## src/rtl/xch_pkg.sv

```systemverilog
package xch_pkg;

  // Which stored wide-side half is returned to the narrow port.
  typedef enum logic {
    RET_2B = 1'b0,
    RET_1B = 1'b1
  } ret_sel_e;

  // Active-low enable to active-high drive flag.
  function automatic logic drive_of(input logic en_n);
    return ~en_n;
  endfunction

  // Active-low register enable to load strobe.
  function automatic logic load_of(input logic hold_n);
    return ~hold_n;
  endfunction

  // Map the raw select pin onto the return choice.
  function automatic ret_sel_e ret_of(input logic sel_1b);
    return sel_1b ? RET_1B : RET_2B;
  endfunction

endpackage

```

## src/rtl/xch_a2b_path.sv

```systemverilog
module xch_a2b_path
  import xch_pkg::*;
#(
  parameter int W = 12
) (
  input  logic         clk,
  input  logic         rst,
  input  logic [W-1:0] a_in,
  input  logic         a1_hold_n,
  input  logic         a2_hold_n,
  output logic [W-1:0] b1_q,
  output logic [W-1:0] b2_q
);

  localparam int NSTG = 2;

  logic         adv_1b;
  logic         load_2b;
  logic [W-1:0] stg_q [NSTG];

  assign adv_1b  = load_of(a1_hold_n);
  assign load_2b = load_of(a2_hold_n);

  // 1B pipeline: every stage advances together on the 1B enable only.
  for (genvar s = 0; s < NSTG; s++) begin : g_stg
    if (s == 0) begin : g_first
      always_ff @(posedge clk) begin
        if (adv_1b) stg_q[0] <= a_in;
      end
    end else begin : g_next
      always_ff @(posedge clk) begin
        if (adv_1b) stg_q[s] <= stg_q[s-1];
      end
    end
  end

  // 2B single register.
  logic [W-1:0] b2_r;
  always_ff @(posedge clk) begin
    if (load_2b) b2_r <= a_in;
  end

  assign b1_q = stg_q[NSTG-1];
  assign b2_q = b2_r;

  // a held 1B enable freezes the output half
  a_r1_b1_hold : assert property (@(posedge clk) disable iff (rst)
    a1_hold_n |=> $stable(b1_q));

  // a held 2B enable freezes 2B
  a_r1_b2_hold : assert property (@(posedge clk) disable iff (rst)
    a2_hold_n |=> $stable(b2_q));

  // single-edge latency into 2B
  a_r3_b2_load : assert property (@(posedge clk) disable iff (rst)
    !a2_hold_n |=> (b2_q == $past(a_in)));

  // two consecutive advances carry a word from A to 1B
  a_r2_b1_two_edges : assert property (@(posedge clk) disable iff (rst)
    (!a1_hold_n && $past(!a1_hold_n) && !$past(rst)) |=> (b1_q == $past(a_in, 2)));

endmodule

```

## src/rtl/xch_b2a_path.sv

```systemverilog
module xch_b2a_path
  import xch_pkg::*;
#(
  parameter int W = 12
) (
  input  logic         clk,
  input  logic         rst,
  input  logic [W-1:0] b1_in,
  input  logic [W-1:0] b2_in,
  input  logic         r1_hold_n,
  input  logic         r2_hold_n,
  input  logic         sel_1b,
  output logic [W-1:0] a_q
);

  localparam int NHALF = 2;

  logic [W-1:0] cap_d [NHALF];
  logic         cap_en [NHALF];
  logic [W-1:0] cap_q [NHALF];

  assign cap_d[0]  = b1_in;
  assign cap_d[1]  = b2_in;
  assign cap_en[0] = load_of(r1_hold_n);
  assign cap_en[1] = load_of(r2_hold_n);

  for (genvar h = 0; h < NHALF; h++) begin : g_cap
    always_ff @(posedge clk) begin
      if (cap_en[h]) cap_q[h] <= cap_d[h];
    end

    // enabled capture takes the half presented at the edge
    a_r6_capture : assert property (@(posedge clk) disable iff (rst)
      cap_en[h] |=> (cap_q[h] == $past(cap_d[h])));

    // disabled capture keeps its value
    a_r1_cap_hold : assert property (@(posedge clk) disable iff (rst)
      !cap_en[h] |=> $stable(cap_q[h]));
  end

  ret_sel_e pick;
  assign pick = ret_of(sel_1b);
  assign a_q  = (pick == RET_1B) ? cap_q[0] : cap_q[1];

  // with no capture and a steady select the returned word is steady
  a_r7_ret_steady : assert property (@(posedge clk) disable iff (rst)
    (!$past(rst) && $stable(sel_1b) && !$past(cap_en[0]) && !$past(cap_en[1]))
      |-> $stable(a_q));

endmodule

```

## src/rtl/xch_oe_sync.sv

```systemverilog
module xch_oe_sync
  import xch_pkg::*;
#(
  parameter int  NPORT   = 2,
  parameter bit  HAS_RST = 1'b1
) (
  input  logic             clk,
  input  logic             rst,
  input  logic [NPORT-1:0] oe_n,
  output logic [NPORT-1:0] drive
);

  logic [NPORT-1:0] oe_q;

  for (genvar p = 0; p < NPORT; p++) begin : g_port
    if (HAS_RST) begin : g_rst
      always_ff @(posedge clk) begin
        if (rst) oe_q[p] <= 1'b1;
        else     oe_q[p] <= oe_n[p];
      end

      // reset turns drive off on the next edge
      a_r9_reset_off : assert property (@(posedge clk)
        $past(rst) |-> !drive[p]);
    end else begin : g_norst
      always_ff @(posedge clk) begin
        oe_q[p] <= oe_n[p];
      end
    end

    assign drive[p] = drive_of(oe_q[p]);

    // drive reflects the enable sampled one edge earlier
    a_r8_oe_latency : assert property (@(posedge clk) disable iff (rst)
      !$past(rst) |-> (drive[p] == !$past(oe_n[p])));
  end

endmodule

```

## src/rtl/nw_bus_exchanger.sv

```systemverilog
module nw_bus_exchanger
  import xch_pkg::*;
#(
  parameter int W       = 12,
  parameter bit HAS_RST = 1'b1
) (
  input  logic         clk,
  input  logic         rst,
  input  logic [W-1:0] a_in,
  input  logic [W-1:0] b1_in,
  input  logic [W-1:0] b2_in,
  input  logic         sel_1b,
  input  logic         oe_a_n,
  input  logic         oe_b_n,
  input  logic         a1_hold_n,
  input  logic         a2_hold_n,
  input  logic         r1_hold_n,
  input  logic         r2_hold_n,
  output logic [W-1:0] a_out,
  output logic         a_drive,
  output logic [W-1:0] b1_out,
  output logic [W-1:0] b2_out,
  output logic         b_drive
);

  localparam int PORT_A = 0;
  localparam int PORT_B = 1;
  localparam int NPORT  = 2;

  logic             rst_eff;
  logic [NPORT-1:0] oe_n_vec;
  logic [NPORT-1:0] drive_vec;

  assign rst_eff = HAS_RST ? rst : 1'b0;

  xch_a2b_path #(.W(W)) u_a2b (
    .clk       (clk),
    .rst       (rst_eff),
    .a_in      (a_in),
    .a1_hold_n (a1_hold_n),
    .a2_hold_n (a2_hold_n),
    .b1_q      (b1_out),
    .b2_q      (b2_out)
  );

  xch_b2a_path #(.W(W)) u_b2a (
    .clk       (clk),
    .rst       (rst_eff),
    .b1_in     (b1_in),
    .b2_in     (b2_in),
    .r1_hold_n (r1_hold_n),
    .r2_hold_n (r2_hold_n),
    .sel_1b    (sel_1b),
    .a_q       (a_out)
  );

  assign oe_n_vec[PORT_A] = oe_a_n;
  assign oe_n_vec[PORT_B] = oe_b_n;

  xch_oe_sync #(.NPORT(NPORT), .HAS_RST(HAS_RST)) u_oe (
    .clk   (clk),
    .rst   (rst_eff),
    .oe_n  (oe_n_vec),
    .drive (drive_vec)
  );

  assign a_drive = drive_vec[PORT_A];
  assign b_drive = drive_vec[PORT_B];

  // the two ports are independent, so both drive after both enables were low
  a_r8_both_ports : assert property (@(posedge clk) disable iff (rst_eff)
    (!$past(rst_eff) && !$past(oe_a_n) && !$past(oe_b_n)) |-> (a_drive && b_drive));

  // reset leaves the wide-side data untouched
  a_r9_data_kept : assert property (@(posedge clk)
    ($past(rst_eff) && $past(a1_hold_n) && $past(a2_hold_n))
      |-> ($stable(b1_out) && $stable(b2_out)));

endmodule

```

## config.mk

```make
export PLATFORM = sky130hd
export DESIGN_NAME = nw_bus_exchanger
export DESIGN_NICKNAME = d
export VERILOG_FILES = /design/src/rtl/xch_pkg.sv /design/src/rtl/xch_a2b_path.sv /design/src/rtl/xch_b2a_path.sv /design/src/rtl/xch_oe_sync.sv /design/src/rtl/nw_bus_exchanger.sv
export SDC_FILE = /design/constraint.sdc
export NUM_CORES = 1
export LEC_CHECK = 0
export ABC_AREA = 1
export BUFFER_PORTS_ARGS = -buffer_cell sky130_fd_sc_hd__buf_2
export CAP_MARGIN = 0
export CORE_AREA = 2 2 96 52
export DETAILED_ROUTE_END_ITERATION = 7
export DIE_AREA = 0 0 98 54
export PLACE_DENSITY = 0.79
export SYNTH_ARGS = -nofsm -noshare
export SYNTH_HDL_FRONTEND = slang
export SYNTH_SLANG_ARGS = --single-unit
```

## constraint.sdc

```tcl
create_clock -name clk -period 2.4 [get_ports clk]
set_clock_uncertainty 0.1 [all_clocks]
set_input_delay 0.24 -clock clk [delete_from_list [all_inputs] [get_ports clk]]
set_output_delay 0.24 -clock clk [all_outputs]
set_load 0.05 [all_outputs]
```

==> insert_results.sql <==
INSERT INTO impl_metrics (metric_group, metric, value, unit) VALUES
('timing', 'fin_tns_setup', '0', 'ns'),
('drt', 'routed_via_density', '4.44', ''),
('drt', 'detail_route.drc_violations', '0', ''),
('floorplan', 'pin_count', '83', ''),
('worst_hold_path', 'min_to', 'u_b2a.cap_q[0][10]', ''),
('placement', 'gpl.final_weighted_congestion', '0.628', ''),
('timing', 'timing.max_slew.rel_slack', '0.662', ''),
('synthesis', 'mappedNetlistArea', '2120', 'µm²'),
('floorplan', 'die_w', '98', 'µm'),
('job', 'maxCapViolations', '0', ''),
('drt', 'drtIter0Drc', '85', ''),
('power', 'pwr_density_cell', '819', 'nW/µm²'),
('timing', 'achievable-frequency', '628', 'MHz'),
('grt', 'wire_length_of_the_first_global_routing_pass', '6520', 'µm'),
('synthesis', 'synthCells', '121', ''),
('worst_setup_path', 'worst_r2r_path_depth', '0', ''),
('floorplan', 'core', '4570', 'µm²'),
('grt', 'overflow', '0', ''),
('floorplan', 'floorplan.rows', '18', ''),
('synthesis', 'synth_area_per_cell', '17.6', 'µm²'),
('synthesis', 'synth.distinct_cells', '8', ''),
('worst_hold_path', 'worst_hold_path_type', 'input port to flop', ''),
('timing', 'hold_viol_final', '0', ''),
('timing', 'final_period_minus_worst_setup_slack', '1.59', 'ns'),
('worst_setup_path', 'worst_ep_required_time', '2.52', 'ns'),
('drt', 'route.final.wire_length', '4570', 'µm'),
('worst_setup_path', 'crit_path_end_kind', 'flop', ''),
('clock_network', 'worst_skew_pair_latency', '0.33', 'ns'),
('power', 'power.ir.vdd_worst', '0.618', 'mV'),
('clock_network', 'cts-root-buf', 'sky130_fd_sc_hd__clkbuf_8', ''),
('synthesis', 'part_of_the_yosys_area_used_for_sequential_elements', '0.867', ''),
('drt', 'ant_nets', '0', ''),
('synthesis', 'synth-warning-count', '0', ''),
('placement', 'port_buffers', '82', ''),
('timing', 'max_slew.worst_pin.slew', '0.506', 'ns'),
('worst_setup_path', 'start_kind', 'input port', ''),
('drt', 'routed-via-count', '1360', ''),
('synthesis', 'synthesis.nets', '166', ''),
('floorplan', 'overall_die_area', '5290', 'µm²'),
('clock_network', 'cts.path.max_buffers', '2', ''),
('clock_network', 'clk_transition_reported_paths', '0.07', 'ns'),
('cells_and_area', 'design.final.nets', '286', ''),
('worst_setup_path', 'register_to_register_setup_slack', '1.68', 'ns'),
('status', 'run_status', 'complete, no violations', ''),
('power', 'power.static_leakage', '1.34', 'nW'),
('grt', 'first_global_vias', '1342', ''),
('worst_setup_path', 'critical_path.reg2reg.endpoint', 'u_a2b.stg_q[0][13]', ''),
('worst_hold_path', 'worstHoldStart', 'r1_hold_n', ''),
('timing', 'maxSlewViolCount', '0', ''),
('floorplan', 'start_util', '0.465', ''),
('timing', 'final-setup-viol-count', '0', ''),
('drt', 'route.detailed.wl_per_inst', '14.9', 'µm'),
('worst_setup_path', 'setup.worst_path.start', 'oe_b_n', ''),
('worst_hold_path', 'worstHoldPathCells', '2', ''),
('clock_network', 'number_of_clock_sinks_seen_by_cts', '62', ''),
('power', 'post-layout-total-power', '2.54', 'mW'),
('cells_and_area', 'n_antenna_cell', '0', ''),
('clock_network', 'ctsResizeCount', '0', ''),
('floorplan', 'fp.dieH', '54', 'µm'),
('worst_setup_path', 'worstPathArrival', '1.71', 'ns'),
('drt', 'drt_pre_antenna_iters', '5', ''),
('cells_and_area', 'fillers', '312', ''),
('synthesis', 'yosys_register_bits', '62', ''),
('clock_network', 'htreeDepth', '3', ''),
('clock_network', 'tritoncts.num_buffers', '9', ''),
('worst_setup_path', 'criticalPathCategory', 'input port to flop', ''),
('timing', 'period_utilization', '0.663', ''),
('worst_setup_path', 'critical_path_fanouts_max', '1', ''),
('clock_network', 'clock_tree_from_tritoncts', 'done', ''),
('worst_setup_path', 'critical_path.reg2reg.startpoint', 'u_a2b.stg_q[0][1]', ''),
('cells_and_area', 'flow.area_growth_from_synthesis', '45.9', '%'),
('grt', 'antenna_found_initial', '0', ''),
('grt', 'grt_use_total', '0.180', ''),
('cells_and_area', 'final_layout_size_suffix_gt1_frac', '0.411', ''),
('grt', 'grt_start_max_net_pins', '25', ''),
('placement', 'dp_hpwl', '2790', 'µm'),
('timing', 'grt_setup_unrepaired', 'no', '');
==> Yosys cell counts (all sizes together) <==
cell type  instances  area, µm²
buf               14        109
dfxtp              2       40.0
edfxtp            60       1800
inv                7       26.3
nand2             36        135
or2                2       12.5
==> how the worst max path moves through the flow <==
stage | end | cells after the start
2_1_floorplan | u_a2b.stg_q[0][0] | 1
3_3_place_gp | a_out[2] | 5
3_5_place_dp | a_out[5] | 5
4_1_cts | u_oe.oe_q[1] | 4
5_1_grt | u_oe.oe_q[1] | 4
6_report | u_oe.oe_q[1] | 4
==> cells by family after synthesis <==
family	after synthesis	share of synthesized area
buf+inv	21	0.0636
flops	62	0.867
simple gates	38	0.0695
==> final cells by class <==
cell class | count | area (µm²) | area share
sequential | 62 | 1840 | 0.594
timing repair buffer | 123 | 818 | 0.264
multi-input combinational | 38 | 148 | 0.0476
clock buffer | 10 | 128 | 0.0412
tap | 60 | 75.1 | 0.0242
clock inverter | 6 | 62.6 | 0.0202
inverter | 7 | 26.3 | 0.00848
==> worst max-delay path, stage by stage <==
cell                            delay, ns
sky130_fd_sc_hd__dlygate4sd3_1       0.53
sky130_fd_sc_hd__buf_2               0.12
sky130_fd_sc_hd__or2_2               0.27
sky130_fd_sc_hd__dlygate4sd3_1       0.55
==> flip-flops by register name, summed over array words and instances (netlist names) <==
register     flops
u_a2b.stg_q     24
u_a2b.b2_q      12
u_oe.oe_q        2
u_b2a.cap_q     24
==> stage by stage <==
stage	setup slack [ns]	area [µm²]	instances	hold slack, ns	utilization
2_1_floorplan	1.21	2120	121	0.239	-
5_1_grt	0.790	3100	306	0.330	0.678
4_1_cts	0.840	3100	306	0.306	0.678
3_5_place_dp	1.10	2510	250	0.305	0.549
6_report	0.808	3100	306	0.314	0.678
3_3_place_gp	1.11	2510	250	0.301	0.549
==> metal layers <==
layer,track usage,vias to the layer above,share of wire
li1,-,646,-
met1,0.204,632,0.40
met2,0.275,71,0.47
met3,0.114,11,0.11
met4,0.0810,0,0.014
met5,0,-,0
==> where the power goes <==
group	switching, mW	internal (mW)
registers	0.0252	1.28
logic	0.262	0.113
clock network	0.384	0.475
total	0.671	1.87
==> layout by cell type, fill, tap and decap left out, drive strengths merged <==
cell / netlist / layout
edfxtp: 60 / 60
or2: 2 / 2
clkbuf: 0 / 10
nand2: 36 / 36
buf: 14 / 83
dlygate4sd3: 0 / 40
bufinv: 0 / 1
clkinvlp: 0 / 3
clkinv: 0 / 2
dfxtp: 2 / 2
inv: 7 / 7
==> what timing repair did <==
action / CTS / global route
hold endpoints to repair: 50 / 0
buffers inserted: 0 / 0
hold buffers: 40 / 0
setup endpoints to repair: 0 / 0
Note: power is estimated with default switching activity, not from simulation.
